==> src/rtl/rhr_pkg.sv <==
package rhr_pkg;

    localparam int CMD_W      = 32;
    localparam int CMD_USED   = 23;
    localparam int BA_LSB     = 0;
    localparam int ADDR_LSB   = 3;
    localparam int RAS_N_BIT  = 17;
    localparam int CAS_N_BIT  = 18;
    localparam int WE_N_BIT   = 19;
    localparam int CKE_BIT    = 20;
    localparam int ODT_BIT    = 21;
    localparam int CS_N_BIT   = 22;

    // bits that carry meaning; everything above is driven to zero
    localparam logic [CMD_W-1:0] CMD_MASK =
        {{(CMD_W-CMD_USED){1'b0}}, {CMD_USED{1'b1}}};

    // no-operation word: chip deselected, all strobes inactive
    localparam logic [CMD_W-1:0] CMD_IDLE =
        (CMD_W'(1) << RAS_N_BIT) | (CMD_W'(1) << CAS_N_BIT) |
        (CMD_W'(1) << WE_N_BIT)  | (CMD_W'(1) << CS_N_BIT);

    typedef enum logic [1:0] {
        WR_IDLE  = 2'd0,
        WR_FILL  = 2'd1,
        WR_DRAIN = 2'd2
    } wr_state_e;

    typedef enum logic [1:0] {
        RD_IDLE   = 2'd0,
        RD_FILL   = 2'd1,
        RD_STREAM = 2'd2
    } rd_state_e;

endpackage

==> src/rtl/rhr_clkdiv.sv <==
module rhr_clkdiv #(
    parameter int DIV = 2
) (
    input  logic clk,
    input  logic rst_n,
    output logic dev_clk,
    output logic tick
);
    localparam int HALF = DIV / 2;

    logic [DIV-1:0] ring;
    logic [DIV-1:0] ring_nxt;

    assign ring_nxt = {ring[DIV-2:0], ring[DIV-1]};
    // last slot of the ring: the device clock falls at this edge
    assign tick     = ring[DIV-1];

    always_ff @(posedge clk) begin
        if (!rst_n) begin
            ring    <= DIV'(1);
            dev_clk <= 1'b0;
        end else begin
            ring    <= ring_nxt;
            dev_clk <= |ring_nxt[DIV-1:HALF];
        end
    end


    tick_high_chk: assert property (@(posedge clk) disable iff (!rst_n)
        tick |-> dev_clk);


    tick_fall_chk: assert property (@(posedge clk) disable iff (!rst_n)
        tick |=> !dev_clk);

endmodule

==> src/rtl/rhr_cmd_relay.sv <==
module rhr_cmd_relay
    import rhr_pkg::*;
(
    input  logic             clk,
    input  logic             rst_n,
    input  logic [CMD_W-1:0] host_cmd,
    output logic [CMD_W-1:0] dev_cmd
);
    logic armed;

    always_ff @(posedge clk) begin
        if (!rst_n) begin
            dev_cmd <= CMD_IDLE;
            armed   <= 1'b0;
        end else begin
            dev_cmd <= host_cmd & CMD_MASK;
            armed   <= 1'b1;
        end
    end


    cmd_delay_chk: assert property (@(posedge clk) disable iff (!rst_n)
        armed |-> (dev_cmd == ($past(host_cmd) & CMD_MASK)));

endmodule

==> src/rtl/rhr_wr_entry.sv <==
module rhr_wr_entry
    import rhr_pkg::*;
#(
    parameter int BEATS  = 8,
    parameter int DATA_W = 64
) (
    input  logic              clk,
    input  logic              rst_n,
    input  logic              tick,
    input  logic              in_vld,
    input  logic [DATA_W-1:0] in_data,
    output logic              in_err,
    output logic              out_vld,
    output logic [DATA_W-1:0] out_data
);
    localparam int CW = $clog2(BEATS + 1);
    localparam int IW = $clog2(BEATS);

    wr_state_e         state, nxt;
    logic [DATA_W-1:0] line [BEATS];
    logic [CW-1:0]     in_cnt;
    logic [CW-1:0]     out_idx;
    logic              take;
    logic              emit;
    logic              done;

    assign take = in_vld && (state != WR_DRAIN);
    assign emit = tick && (out_idx < in_cnt);
    assign done = (state == WR_DRAIN) && (nxt == WR_IDLE);

    always_comb begin
        nxt = state;
        unique case (state)
            WR_IDLE:  if (in_vld) nxt = WR_FILL;
            WR_FILL:  if (in_vld && in_cnt == CW'(BEATS-1)) nxt = WR_DRAIN;
            WR_DRAIN: if (tick && out_idx == CW'(BEATS-1)) nxt = WR_IDLE;
            default:  nxt = WR_IDLE;
        endcase
    end

    always_ff @(posedge clk) begin
        if (!rst_n) state <= WR_IDLE;
        else        state <= nxt;
    end

    always_ff @(posedge clk) begin
        if (!rst_n) begin
            for (int i = 0; i < BEATS; i++) line[i] <= '0;
            in_cnt   <= '0;
            out_idx  <= '0;
            out_vld  <= 1'b0;
            out_data <= '0;
            in_err   <= 1'b0;
        end else begin
            in_err <= in_vld && (state == WR_DRAIN);
            if (take) line[in_cnt[IW-1:0]] <= in_data;
            if (tick) begin
                out_vld <= emit;
                if (emit) out_data <= line[out_idx[IW-1:0]];
            end
            if (done) begin
                in_cnt  <= '0;
                out_idx <= '0;
            end else begin
                if (take) in_cnt  <= in_cnt + CW'(1);
                if (emit) out_idx <= out_idx + CW'(1);
            end
        end
    end


    wr_hold_chk: assert property (@(posedge clk) disable iff (!rst_n)
        !tick |=> ($stable(out_vld) && $stable(out_data)));


    wr_order_chk: assert property (@(posedge clk) disable iff (!rst_n)
        (out_idx <= in_cnt) && (in_cnt <= CW'(BEATS)));


    wr_reject_chk: assert property (@(posedge clk) disable iff (!rst_n)
        in_err |-> ($past(state) == WR_DRAIN));

endmodule

==> src/rtl/rhr_rd_entry.sv <==
module rhr_rd_entry
    import rhr_pkg::*;
#(
    parameter int BEATS  = 8,
    parameter int DATA_W = 64,
    parameter int DIV    = 2
) (
    input  logic              clk,
    input  logic              rst_n,
    input  logic              tick,
    input  logic              in_vld,
    input  logic [DATA_W-1:0] in_data,
    output logic              in_err,
    output logic              out_vld,
    output logic [DATA_W-1:0] out_data
);
    localparam int CW      = $clog2(BEATS + 1);
    localparam int IW      = $clog2(BEATS);
    // index of the captured beat that starts the fast stream without underrun
    localparam int RD_LEAD = ((DIV - 1) * (BEATS - 1) + DIV - 1) / DIV;

    rd_state_e         state, nxt;
    logic [DATA_W-1:0] line [BEATS];
    logic [CW-1:0]     in_cnt;
    logic [CW-1:0]     out_idx;
    logic              cap;
    logic              full;
    logic              accept;
    logic              done;

    assign cap    = tick && in_vld;
    assign full   = (in_cnt == CW'(BEATS));
    assign accept = cap && !full;
    assign done   = (state == RD_STREAM) && (nxt == RD_IDLE);

    always_comb begin
        nxt = state;
        unique case (state)
            RD_IDLE:   if (cap) nxt = RD_FILL;
            RD_FILL:   if (cap && in_cnt == CW'(RD_LEAD)) nxt = RD_STREAM;
            RD_STREAM: if (out_idx == CW'(BEATS-1)) nxt = RD_IDLE;
            default:   nxt = RD_IDLE;
        endcase
    end

    always_ff @(posedge clk) begin
        if (!rst_n) state <= RD_IDLE;
        else        state <= nxt;
    end

    always_ff @(posedge clk) begin
        if (!rst_n) begin
            for (int i = 0; i < BEATS; i++) line[i] <= '0;
            in_cnt   <= '0;
            out_idx  <= '0;
            out_vld  <= 1'b0;
            out_data <= '0;
            in_err   <= 1'b0;
        end else begin
            in_err  <= cap && full;
            out_vld <= (state == RD_STREAM);
            if (accept) line[in_cnt[IW-1:0]] <= in_data;
            if (state == RD_STREAM) out_data <= line[out_idx[IW-1:0]];
            if (done) begin
                in_cnt  <= '0;
                out_idx <= '0;
            end else begin
                if (accept) in_cnt <= in_cnt + CW'(1);
                if (state == RD_STREAM) out_idx <= out_idx + CW'(1);
            end
        end
    end


    rd_underrun_chk: assert property (@(posedge clk) disable iff (!rst_n)
        (state == RD_STREAM) |-> (out_idx < in_cnt));


    rd_reject_chk: assert property (@(posedge clk) disable iff (!rst_n)
        in_err |-> ($past(state) == RD_STREAM));


    rd_count_chk: assert property (@(posedge clk) disable iff (!rst_n)
        in_cnt <= CW'(BEATS));

endmodule

==> src/rtl/rate_halving_relay.sv <==
module rate_halving_relay
    import rhr_pkg::*;
#(
    parameter int DIV    = 2,
    parameter int BEATS  = 8,
    parameter int DATA_W = 64
) (
    input  logic              clk,
    input  logic              rst_n,
    input  logic [CMD_W-1:0]  host_cmd,
    output logic [CMD_W-1:0]  dev_cmd,
    output logic              dev_clk,
    input  logic              host_wr_vld,
    input  logic [DATA_W-1:0] host_wr_data,
    output logic              host_wr_err,
    output logic              dev_wr_vld,
    output logic [DATA_W-1:0] dev_wr_data,
    input  logic              dev_rd_vld,
    input  logic [DATA_W-1:0] dev_rd_data,
    output logic              host_rd_vld,
    output logic [DATA_W-1:0] host_rd_data,
    output logic              host_rd_err
);
    logic tick;

    rhr_clkdiv #(.DIV(DIV)) u_div (
        .clk     (clk),
        .rst_n   (rst_n),
        .dev_clk (dev_clk),
        .tick    (tick)
    );

    rhr_cmd_relay u_cmd (
        .clk      (clk),
        .rst_n    (rst_n),
        .host_cmd (host_cmd),
        .dev_cmd  (dev_cmd)
    );

    rhr_wr_entry #(.BEATS(BEATS), .DATA_W(DATA_W)) u_wr (
        .clk      (clk),
        .rst_n    (rst_n),
        .tick     (tick),
        .in_vld   (host_wr_vld),
        .in_data  (host_wr_data),
        .in_err   (host_wr_err),
        .out_vld  (dev_wr_vld),
        .out_data (dev_wr_data)
    );

    rhr_rd_entry #(.BEATS(BEATS), .DATA_W(DATA_W), .DIV(DIV)) u_rd (
        .clk      (clk),
        .rst_n    (rst_n),
        .tick     (tick),
        .in_vld   (dev_rd_vld),
        .in_data  (dev_rd_data),
        .in_err   (host_rd_err),
        .out_vld  (host_rd_vld),
        .out_data (host_rd_data)
    );

endmodule

==> config.mk <==
export PLATFORM = sky130hd
export DESIGN_NAME = rate_halving_relay
export DESIGN_NICKNAME = d
export VERILOG_FILES = /design/src/rtl/rhr_pkg.sv /design/src/rtl/rhr_clkdiv.sv /design/src/rtl/rhr_cmd_relay.sv /design/src/rtl/rhr_wr_entry.sv /design/src/rtl/rhr_rd_entry.sv /design/src/rtl/rate_halving_relay.sv
export SDC_FILE = /design/constraint.sdc
export NUM_CORES = 2
export LEC_CHECK = 0
export BUFFER_PORTS_ARGS = -buffer_cell sky130_fd_sc_hd__buf_2
export CAP_MARGIN = 20
export CORE_UTILIZATION = 60
export CTS_CLUSTER_SIZE = 28
export DETAILED_ROUTE_END_ITERATION = 16
export GPL_TIMING_DRIVEN = 0
export HOLD_SLACK_MARGIN = 0.03
export PLACE_DENSITY_LB_ADDON = 0.08
export SYNTH_ARGS = -nofsm -noshare
export SYNTH_HDL_FRONTEND = slang
export SYNTH_SLANG_ARGS = --single-unit
export TNS_END_PERCENT = 30
==> constraint.sdc <==
create_clock -name clk -period 10.3 [get_ports clk]
set_input_delay 1.03 -clock clk [delete_from_list [all_inputs] [get_ports clk]]
set_output_delay 1.03 -clock clk [all_outputs]
set_load 0.02 [all_outputs]
==> results.toml <==
[drt]
wire_per_inst_um = 26.0
num_vias = 29839
viasPerCell = 5.93
antenna_left = 0
drt_iter0_markers = 2876
detailedRoute.firstPassIterationCount = 5
routed_wl_um = 131000
drcViolationCount = 0

[sta]
hold_violations = 0
maxSlewHeadroom_pct = 35.7
grt_setup_unrepaired = "no"
report.final.slew_viol_count = 0
finClkSkew_ns = 0.0227
setup-violations-final = 0
fin_crit_sh_pct = 32.8
max_freq_mhz = 296
period_needed_ns = 3.38
worst_pin_slew_ns = 0.965
worst_slack_ns = 6.92

[yosys]
syn_avg_cell_area_um2 = 15.5
yosysWarnings = 0
ys_top_cells_by_count = "and2_1, edfxtp_1, mux4_2"
syn_inst = 3292
synth_edf_count = 1024
synth.distinct_cells = 46
synth_area_leaders = "edfxtp_1, and2_1, mux4_2, dfxtp_1, o21ai_0"
syn_area_mm2 = 0.0510
ys_async_sr_fraction_pct = 0
ys_ff_latch = 1201
yosysMostFrequentCell = "and2_1"
ys_seq_area_share_pct = 67.2
synth_flop_cell = "edfxtp_1"
yosysTopAreaCell = "edfxtp_1"
synth_top_area_share_pct = 60.3

[placement]
dp_slack_ns = 5.79
dpl-instance-area_mm2 = 0.0550
dp_hpwl_um = 84000
gp_congestion = 0.805
numPortBuffers = 310

[setup_path]
worst_path_max_delay_cell = "clkbuf_1"
crit_arrival_ns = 3.80
rr_endpoint = "u_rd.line[0][39]$_SDFFCE_PN0P_"
reg2reg_slack_ns = 7.32
timing.rr.start = "u_div.ring[1]$_SDFF_PN0_"
cp-start-kind = "input port"
critPathMaxFanout = 17
endpoint_kind = "register"
critPathMaxStageDelay_ns = 0.65
path_class = "input port to register"
critical_path.startpoint = "rst_n"
rr_worst_depth = 8
path_cells = "buf_2, buf_2, clkbuf_1, buf_8, clkbuf_1, o21ai_4, buf_12, buf_16"
worst_ep_required_time_ns = 10.72

[layout]
area_growth_syn_to_layout_pct = 15.9
drive_above_1_share_pct = 24.6
fillers = 5656
fin_util_pct = 70.5
nNetsFinal = 3945
design_area_mm2 = 0.0591

[floorplanning]
rows = 106
dieArea_mm2 = 0.0862
core_area_mm2 = 0.0838
pin_count = 329
die_h_um = 294
fp.dieW_um = 294
start_util_pct = 60.8

[power]
power.total_mw = 10.6
power_density_mw_per_mm2 = 179
leakagePower_nw = 22.2
ir_worst_vdd_uv = 164

[clocking]
insertion_delay_ns = 0.69
clk_pin_slew_ns = 0.06
cts_resized = 0
tritoncts = "yes"
ctsHoldBuffers = 0
cts_setup_buffers = 0
cts_buffer_depth = 3
numCtsBuffers = 119
clockRootBuffer = "clkbuf_16"
htree_levels = 3
cts_sinks = 1201

[run]
cap_violations = 0

[global_routing]
grt_pass1_wl_um = 192000
grt_overflow = 0
antenna_found_initial = 28
grt_max_degree = 50
grt_use_total_pct = 30.5
grt_pass1_vias = 30841

[outcome]
status = "completed"

[min_path]
min_path_type = "register to register"
whs_endpoint = "u_div.ring[1]$_SDFF_PN0_"
hold_path_depth = 1
min_from = "u_div.ring[0]$_SDFF_PN1_"
flip-flops by register name (all words and copies together), names as in the netlist, 23 cells and up:
name and cells:
u_wr.line 512, u_rd.line 512, u_rd.out_data 64, u_wr.out_data 64, u_cmd.dev_cmd 23
how the worst max path moves through the flow:
stage                     slack, ns                             end
final                          6.92  u_wr.line[2][11]$_SDFFCE_PN0P_
after global placement        -1.47  u_rd.line[3][40]$_SDFFCE_PN0P_
after global routing           6.92  u_wr.line[2][11]$_SDFFCE_PN0P_
after CTS                      6.51   u_wr.line[3][9]$_SDFFCE_PN0P_
after detailed placement       5.79  u_wr.line[3][16]$_SDFFCE_PN0P_
after floorplan                3.62   u_rd.line[1][0]$_SDFFCE_PN0P_
per-stage QoR:
step	TNS, ns	hold slack, ns	instances
floorplan	0	0.412	3300
CTS	0	0.437	5007
finish	0	0.432	5033
global placement	-807.92	0.421	4744
global route	0	0.449	5022
detailed placement	0	0.423	4782
logic make-up after synthesis:
kind of cell | count (synthesis) | share of synthesized area (%)
AO/OA/AOI/OAI | 305 | 3.20
XOR/XNOR | 9 | 0.155
adder cells (fa/ha/maj) | 8 | 0.196
buffers and inverters | 242 | 2.43
flip-flops | 1201 | 67.2
multiplexers | 300 | 12.2
other | 1 | 0.00735
AND/OR/NAND/NOR | 1226 | 14.6
layout by cell type (no fill, tap or decap), types with 10 or more instances in the layout:
cell type	instances
buf_12	20
clkbuf_2	43
diode_2	22
buf_6	14
nor2_1	81
buf_16	17
clkbuf_16	121
mux4_2	256
mux2i_1	44
bufinv_16	11
dfxtp_1	177
edfxtp_1	1024
a21oi_1	92
buf_4	41
o22ai_1	64
nand2_1	42
clkbuf_8	17
buf_2	339
o21ai_0	130
clkinv_1	10
o21ai_4	10
and2_1	1047
clkinv_2	29
buf_1	17
clkbuf_1	123
cell type report:
| class | instances | area [um2] | area share, % |
|---|---|---|---|
| flip-flops and latches | 1201 | 34300 | 58.0 |
| multi-input cells | 1857 | 15700 | 26.5 |
| clock inverters | 58 | 581 | 0.983 |
| well taps | 1134 | 1420 | 2.40 |
| diodes | 22 | 55.1 | 0.0932 |
| clock buffers | 167 | 3370 | 5.70 |
| inverters | 7 | 26.3 | 0.0445 |
| repair buffers | 352 | 2480 | 4.20 |
| plain buffers | 235 | 1210 | 2.05 |
routing by layer:
metal  vias to the layer above  wire length (um)  GRT usage, %
met2                      1146             67800          53.0
met1                     15349             50400          39.0
met5                         -               115             0
met3                       236              8980          5.20
li1                      13090                 -             -
met4                        18              3410          10.6
worst max-delay path: cells and delay by family:
kind                   cells  cell delay [ns]
AO/OA/AOI/OAI              1             0.39
buffers and inverters      7             2.34
report_power, final:
| part | switching (mW) | leakage (nW) | internal, mW | total (mW) |
|---|---|---|---|---|
| Clock | 1.83 | 1.96 | 2.55 | 4.38 |
| Sequential | 0.0651 | 12.0 | 5.47 | 5.53 |
| Combinational | 0.398 | 8.19 | 0.263 | 0.661 |
No activity file was read; power rests on OpenSTA's default activity.
